## src/rtl/phy_pwr_seq.sv

```systemverilog
`timescale 1ns/1ps
module phy_pwr_seq #(
  parameter int TMO_W = 16
) (
  input  logic             clk,
  input  logic             rst_n,
  input  logic             cmd_up,
  input  logic             cmd_down,
  input  logic             cmd_mode,
  input  logic [2:0]       mode_code,
  input  logic [TMO_W-1:0] tmo_limit,
  input  logic             clk_good,
  input  logic             u11_ext_clk,
  input  logic             u11_suspend_m,
  input  logic             vbus_cmp,
  input  logic             id_cmp,
  output logic             phy_rst,
  output logic             phy_pd,
  output logic             otg_pd,
  output logic             pll_on,
  output logic [1:0]       mode_q,
  output logic             vbus_out,
  output logic             id_out,
  output logic             ready,
  output logic             busy,
  output logic             refused,
  output logic             tmo_err
);

  typedef enum logic [1:0] {S_OFF, S_WAIT, S_ON} st_t;

  localparam logic [2:0] CODE_HOST = 3'd1;
  localparam logic [2:0] CODE_DEV  = 3'd2;
  localparam logic [1:0] OVR_NONE  = 2'b00;
  localparam logic [1:0] OVR_HOST  = 2'b10;
  localparam logic [1:0] OVR_DEV   = 2'b11;
  localparam logic [TMO_W:0] ONE   = 1;

  st_t              state;
  logic [TMO_W-1:0] cnt;
  logic [TMO_W:0]   cnt_nx;

  wire veto    = !u11_ext_clk && u11_suspend_m;
  wire dn_ok   = cmd_down && !cmd_up && !veto;
  wire dn_bad  = cmd_down && !cmd_up && veto;
  wire any_cmd = cmd_up || cmd_down || cmd_mode;

  assign cnt_nx = {1'b0, cnt} + ONE;
  wire expire = (state == S_WAIT) && !clk_good && (cnt_nx >= {1'b0, tmo_limit});

  always_ff @(posedge clk) begin
    if (!rst_n) begin
      state   <= S_OFF;
      phy_rst <= 1'b1;
      phy_pd  <= 1'b1;
      otg_pd  <= 1'b1;
      pll_on  <= 1'b0;
      cnt     <= '0;
    end else if (cmd_up) begin
      state   <= S_WAIT;
      phy_rst <= 1'b0;
      phy_pd  <= 1'b0;
      otg_pd  <= 1'b0;
      pll_on  <= 1'b1;
      cnt     <= '0;
    end else if (dn_ok || expire) begin
      state  <= S_OFF;
      phy_pd <= 1'b1;
      otg_pd <= 1'b1;
    end else if (state == S_WAIT) begin
      if (clk_good) state <= S_ON;
      else          cnt   <= cnt_nx[TMO_W-1:0];
    end
  end

  always_ff @(posedge clk) begin
    if (!rst_n) begin
      refused <= 1'b0;
      tmo_err <= 1'b0;
    end else if (any_cmd) begin
      refused <= dn_bad;
      tmo_err <= expire && !cmd_up && !cmd_down;
    end else if (expire) begin
      tmo_err <= 1'b1;
    end
  end

  always_ff @(posedge clk) begin
    if (!rst_n) mode_q <= OVR_NONE;
    else if (cmd_mode) begin
      case (mode_code)
        CODE_HOST: mode_q <= OVR_HOST;
        CODE_DEV:  mode_q <= OVR_DEV;
        default:   mode_q <= OVR_NONE;
      endcase
    end
  end

  assign vbus_out = mode_q[1] ? 1'b1 : vbus_cmp;
  assign id_out   = mode_q[1] ? mode_q[0] : id_cmp;
  assign ready    = (state == S_ON);
  assign busy     = (state == S_WAIT);


  a_r1_up_outputs: assert property (@(posedge clk) disable iff (!rst_n)
    cmd_up |=> (!phy_rst && !phy_pd && !otg_pd && pll_on));

  a_r2_ready_needs_good: assert property (@(posedge clk) disable iff (!rst_n)
    $rose(ready) |-> $past(clk_good));

  a_r3_refuse_holds: assert property (@(posedge clk) disable iff (!rst_n)
    (cmd_down && !cmd_up && veto) |=> (refused && $stable(phy_pd) && $stable(otg_pd)));

  a_r4_down_powers_off: assert property (@(posedge clk) disable iff (!rst_n)
    (cmd_down && !cmd_up && !veto) |=> (phy_pd && otg_pd && !ready && !busy));

  a_r5_host_force: assert property (@(posedge clk) disable iff (!rst_n)
    (cmd_mode && mode_code == 3'd1) |=> (vbus_out && !id_out));

  a_r6_dev_force: assert property (@(posedge clk) disable iff (!rst_n)
    (cmd_mode && mode_code == 3'd2) |=> (vbus_out && id_out));

  a_r10_timeout_idle: assert property (@(posedge clk) disable iff (!rst_n)
    $rose(tmo_err) |-> ($past(busy) && !busy && phy_pd));

  a_r12_up_wins: assert property (@(posedge clk) disable iff (!rst_n)
    (cmd_up && cmd_down) |=> (busy && !refused));

endmodule

```

## config.mk

```make
export PLATFORM = sky130hd
export DESIGN_NAME = phy_pwr_seq
export DESIGN_NICKNAME = d
export VERILOG_FILES = /design/src/rtl/phy_pwr_seq.sv
export SDC_FILE = /design/constraint.sdc
export NUM_CORES = 1
export LEC_CHECK = 0
export ABC_AREA = 1
export BUFFER_PORTS_ARGS = -buffer_cell sky130_fd_sc_hd__buf_2
export CAP_MARGIN = 20
export CORE_ASPECT_RATIO = 0.8
export CORE_MARGIN = 5
export CORE_UTILIZATION = 35
export CTS_BUF_LIST = sky130_fd_sc_hd__clkbuf_4
export DETAILED_ROUTE_END_ITERATION = 10
export PLACE_DENSITY = 0.61
export SETUP_SLACK_MARGIN = 0.3
export SLEW_MARGIN = 20
export SYNTH_ARGS = -nofsm -noshare
export SYNTH_HDL_FRONTEND = slang
export SYNTH_SLANG_ARGS = --single-unit
```

## constraint.sdc

```tcl
create_clock -name clk -period 3.2 [get_ports clk]
set_input_delay 0 -clock clk [delete_from_list [all_inputs] [get_ports clk]]
set_output_delay 0 -clock clk [all_outputs]
set_load 0.03 [all_outputs]
```

==> flow_metrics.tcl, run 1 <==
set metrics [dict create \
    antenna_found_initial 0 \
    die-area_mm2 0.007151 \
    yosys_register_bits 25 \
    placed_cell_area_mm2 0.002176 \
    postRouteAntennaNets 0 \
    worst_slew_margin_rel 0.5477 \
    firstDrtPassIters 5 \
    hold_end "mode_q[1]" \
    holdCritStartpoint "mode_code[2]" \
    fin_area_mm2 0.002516 \
    synth_seq_area_share 0.2576 \
    finClkSkew_ns 0.009702 \
    cp-startpoint "cnt[0]" \
    rsz0062_at_grt "true" \
    tns_ns 0 \
    power.density_mw_per_mm2 253.1 \
    synth_area_mm2 0.001943 \
    crit_type "reg2reg" \
    io_pins 41 \
    drc 0 \
    cts_root_buffer "clkbuf_4" \
    r2r_end "cnt[12]" \
    grt_first_pass_wirelength_mm 7.879 \
    drt-initial-drc-count 95 \
    outcome "completed" \
    reg2reg_depth 15 \
    cellLeakagePower_nw 1.413 \
    clock_latency_ns 0.33 \
    required_ns 3.43 \
    synthTopCellsByArea "dfxtp_1, nand2_1, inv_1" \
    layout_min_cycle_time_ns 2.793 \
    start_util 0.3595 \
    drv_cap 0 \
    post-route-period-util 0.8727 \
    setup-violations-final 0 \
    reg2reg_from "cnt[0]" \
    synth_top_area_share 0.2576 \
    viasPerCell 4.525 \
    synth_warnings 0 \
    power.total_mw 0.6368 \
    core_area_mm2 0.005405 \
    post-dp-hpwl_mm 3.322 \
    grt_pass1_vias 1726 \
    syn_to_final_growth_pct 29.49 \
    htreeDepth 1 \
    synth_cells 295 \
    avgSynthCellArea_um2 6.587 \
    drv_slew 0 \
    synth_cell_types 26 \
    port_buffers 40 \
    nFillCells 557 \
    worstSetupEndpointType "flop" \
    die_h_um 76.65 \
    syn_nets 341 \
    clk_pin_slew_ns 0.15 \
    gp_congestion 0.8491 \
    fp.dieW_um 93.31 \
    routed_wl_mm 4.878 \
    synth_flop_cell "dfxtp_1" \
    via_count 1896 \
    grt.total_usage 0.1346 \
    clock_sinks 25 \
    fin_nets 401 \
    cts_tree "built" \
    drive_gt1_frac 0.2514 \
    routedWlPerCell_um 11.64 \
    hold_class "in2reg" \
    hold_slack_ns 0.05320 \
    peakVddDrop_mv 0.1181 \
    grt_overflow 0 \
    cp-start-kind "flop" \
    cts_buffer_depth 2 \
    cts_buffers 3 \
    critPathArrivalTime_ns 3.02 \
    fmax_ghz 0.3581 \
    yosysTopAreaCell "dfxtp_1" \
    worst-path-max-fanout 8 \
    synth-edff-count 0 \
    rows 24 \
    grt_max_degree 17 \
    final_hold_viol_count 0 \
    async_flop_share 0 \
    tightest_slew_ns 0.6747 \
    holdPathStages 4 \
    reg2reg_slack_ns 0.41 \
    diodes 0 \
]
-- registers in the layout, indices dropped and copies added (netlist names) --
register and count:
cnt 16, mode_q 2, state 2, otg_pd 1, phy_rst 1, pll_on 1
refused 1, tmo_err 1
-- critical path, stage by stage (launching register included) --
cell      delay [ns]
dfxtp_4         0.41
ha_4            0.16
nand2_4         0.06
nor2_4          0.14
nand4_4         0.11
nor3_4          0.22
xor2_2          0.20
ha_1            0.28
nand2_1         0.07
nand2_1         0.04
a21oi_1         0.17
nand3_2         0.12
nor2_4          0.23
nand4_4         0.21
o21bai_1        0.21
nor2_1          0.07
-- layer usage --
layer,global-route usage,part of all wire
met1,0.1975,0.50
met2,0.2099,0.46
met3,0.02172,0.035
met4,0.01903,0.0098
met5,0,0
-- area by class of cell --
type,instances,area (um2),share of cell area
Clock buffer,3,22.52,0.008951
Sequential cell,25,510.5,0.2029
Multi-Input combinational cell,206,1292,0.5137
Clock inverter,1,5.005,0.001989
Inverter,60,227.7,0.09050
Timing Repair Buffer,59,376.6,0.1497
Tap cell,65,81.33,0.03232
-- stage by stage --
step	instances	utilization	setup slack, ns
after detailed placement	395	0.4025	0.1576
after floorplan	295	-	0.7073
after global routing	419	0.4655	0.1769
after CTS	413	0.4382	0.3059
final	419	0.4655	0.4074
after global placement	395	0.4025	0.2381
-- cell families after synthesis --
| kind of cell | Yosys count | share of synthesized area |
|---|---|---|
| and+or+nand+nor | 157 | 0.3760 |
| buffers and inverters | 66 | 0.1462 |
| DFF | 25 | 0.2576 |
| adders and majority gates | 17 | 0.1095 |
| AOI/OAI and AO/OA | 16 | 0.04378 |
| xor gates and xnor gates | 14 | 0.06697 |
-- how the worst max path moves through the flow --
| stage | endpoint | slack [ns] | depth (start not counted) |
|---|---|---|---|
| 6_report | cnt[12] | 0.41 | 15 |
| 4_1_cts | cnt[12] | 0.31 | 17 |
| 2_1_floorplan | cnt[12] | 0.71 | 18 |
| 3_3_place_gp | cnt[12] | 0.24 | 17 |
| 5_1_grt | cnt[14] | 0.18 | 16 |
| 3_5_place_dp | cnt[12] | 0.16 | 17 |
-- where the power goes --
part	leakage, nW	total, mW	internal [mW]	switching (mW)
clock	0.0177	0.150	0.0469	0.103
sequential	0.206	0.331	0.321	0.0101
combinational	1.19	0.156	0.0641	0.0921
total	1.41	0.637	0.432	0.205
-- what timing repair did --
item / in CTS / in global routing
hold endpoints to repair: 8 / 0
pin swaps: 3 / 17
buffers inserted: 3 / 6
hold buffers: 9 / 0
gates resized for setup: 6 / 22
gates cloned: 2 / 0
endpoints found under the setup margin: 16 / 20
-- Yosys cell counts, types with 2 or more instances --
master    instances
buf_6             4
nor3_4            2
or2_2             2
nor2_1           44
inv_1            59
nor3_1            3
o21bai_1          2
nand2_1          76
nand2_2           3
nand3_2           3
xor2_1           13
a21oi_1          11
o21ai_0           3
nand4_1           6
nand3b_1          3
dfxtp_1          25
nor2_2            5
nand3_1           7
ha_1             17
-- layout by cell type (no fill, tap or decap), drive strengths merged --
master	n
dlygate4sd3	9
nand3b	3
inv	60
nand2	79
clkbuf	3
ha	17
nand3	10
a21oi	11
o21bai	2
xor2	14
nand4	10
nor3	5
buf	50
clkinv	1
nor2	50
o21ai	3
or2	2
dfxtp	25
No activity file was read; power rests on OpenSTA's default activity.
==> inputs of run 2 (changes only) <==
PLACE_DENSITY = not set   (was 0.61)
PLACE_DENSITY_LB_ADDON = 0.3   (was not set)
==> flow_metrics.tcl, run 2 (synthesis results as in run 1) <==
set metrics [dict create \
    layout_common_cells "nand2_1, inv_1, buf_2" \
    rsz0062_at_grt "true" \
    worst_slew_margin_rel 0.2769 \
    htreeDepth 1 \
    routedWlPerCell_um 11.39 \
    crit_type "reg2reg" \
    required_ns 3.45 \
    worst-path-max-fanout 8 \
    tns_ns 0 \
    cts_buffer_depth 2 \
    reg2reg_depth 18 \
    fin_nets 398 \
    peakVddDrop_mv 0.1534 \
    cts_root_buffer "clkbuf_4" \
    clk_pin_slew_ns 0.15 \
    gp_congestion 0.8493 \
    crit_path_cell_trace "ha_4 > nand2_4 > nor2_4 > nand4_4 > nor3_4 > xor2_2 > ha_1 > nand2_2 > inv_2 > nand2_1 > nor2_1 > nand2_1 > nand3_2 > nor2_4 > nand4_4 > buf_12 > o21bai_1 > nor2_2" \
    fmax_ghz 0.3569 \
    hold_class "in2reg" \
    clock_sinks 25 \
    crit_path_end "cnt[0]" \
    tightest_slew_ns 1.076 \
    drv_slew 0 \
    reg2reg_slack_ns 0.40 \
    grt_pass1_vias 1629 \
    diodes 0 \
    cts_tree "built" \
    setup-violations-final 0 \
    cellLeakagePower_nw 1.414 \
    grt_overflow 0 \
    drc 0 \
    layout_min_cycle_time_ns 2.802 \
    slowest_stage "dfxtp_4" \
    viasPerCell 4.529 \
    cp-startpoint "cnt[0]" \
    grt.total_usage 0.1264 \
    post-route-period-util 0.8757 \
    io_pins 41 \
    drv_cap 0 \
    worstSetupEndpointType "flop" \
    start_util 0.3595 \
    cp-start-kind "flop" \
    clock_latency_ns 0.33 \
    cp_slowest_stage_delay_ns 0.40 \
    rows 24 \
    drt-initial-drc-count 70 \
    antenna_found_initial 0 \
    routed_wl_mm 4.739 \
    die-area_mm2 0.007151 \
    core_area_mm2 0.005405 \
    post-dp-hpwl_mm 3.224 \
    firstDrtPassIters 6 \
    die_h_um 76.65 \
    drive_gt1_frac 0.2764 \
    r2r_end "cnt[0]" \
    top_regs "cnt (16), mode_q (2), state (2)" \
    final_hold_viol_count 0 \
    grt_first_pass_wirelength_mm 7.438 \
    finClkSkew_ns 0.01742 \
    outcome "completed" \
    critPathArrivalTime_ns 3.05 \
    cts_buffers 3 \
    reg2reg_from "cnt[0]" \
    final_common_cell "nand2_1" \
    power.total_mw 0.6385 \
    grt_max_degree 17 \
    fp.dieW_um 93.31 \
    syn_to_final_growth_pct 30.26 \
    port_buffers 40 \
    via_count 1884 \
    power.density_mw_per_mm2 252.3 \
    regMostFlops "cnt" \
    largest_reg_flops 16 \
    postRouteAntennaNets 0 \
]
==> run 2: repair_timing <==
action / 4_1_cts / 5_1_grt
cloned: 2 / 1
setup endpoints to repair: 16 / 20
resized for setup: 4 / 33
pin swaps: 3 / 15
hold buffers: 9 / 0
endpoints found under the hold margin: 8 / 0
buffers inserted: 1 / 4
==> run 2: how the worst min path moves through the flow <==
stage / start / end / slack [ns] / depth (start not counted)
4_1_cts: mode_code[2] / mode_q[1] / 0.04 / 4
6_report: mode_code[2] / mode_q[1] / 0.04 / 4
3_5_place_dp: cmd_mode / mode_q[0] / 0.21 / 2
5_1_grt: mode_code[2] / mode_q[1] / 0.07 / 4
2_1_floorplan: rst_n / otg_pd / 0.07 / 1
3_3_place_gp: cmd_mode / mode_q[0] / 0.21 / 2
==> run 2: area by class of cell <==
cell class / instances / area (um2)
clock buffer: 3 / 22.52
timing repair buffer: 56 / 385.4
sequential: 25 / 515.5
multi-input combinational: 206 / 1294
inverter: 60 / 227.7
clock inverter: 1 / 5.005
tap: 65 / 81.33
fill: 578 / 2874
==> run 2: report_power, final <==
part	internal (mW)	total [mW]	switching (mW)	leakage [nW]
clock	0.0470	0.148	0.101	0.0177
combinational	0.0663	0.161	0.0944	1.19
sequential	0.320	0.330	0.00932	0.208
total	0.434	0.639	0.205	1.41
==> run 2: per-stage QoR <==
step | hold slack [ns] | cell area (um2) | std cells | setup slack [ns] | util
floorplan | 0.06875 | 1943 | 295 | 0.7073 | -
global placement | 0.2119 | 2176 | 395 | 0.2328 | 0.4025
detailed placement | 0.2111 | 2176 | 395 | 0.1339 | 0.4025
CTS | 0.04319 | 2356 | 411 | 0.3057 | 0.4359
global route | 0.07326 | 2531 | 416 | 0.2038 | 0.4683
finish | 0.03872 | 2531 | 416 | 0.3978 | 0.4683
==> run 2: worst max-delay path: cells and delay by family (launching register included) <==
kind / cells / cell delay (ns)
flops: 1 / 0.40
simple gates: 12 / 1.30
buf+inv: 2 / 0.25
fa+ha+maj: 2 / 0.42
compound gates: 1 / 0.15
xor+xnor: 1 / 0.19
==> run 2: per-layer routing <==
| metal | vias up | part of all wire | global-route usage |
|---|---|---|---|
| met5 | - | 0 | 0 |
| met4 | 0 | 0.0076 | 0.02635 |
| met1 | 819 | 0.50 | 0.1759 |
| li1 | 1018 | - | - |
| met2 | 42 | 0.45 | 0.2020 |
| met3 | 5 | 0.035 | 0.02369 |
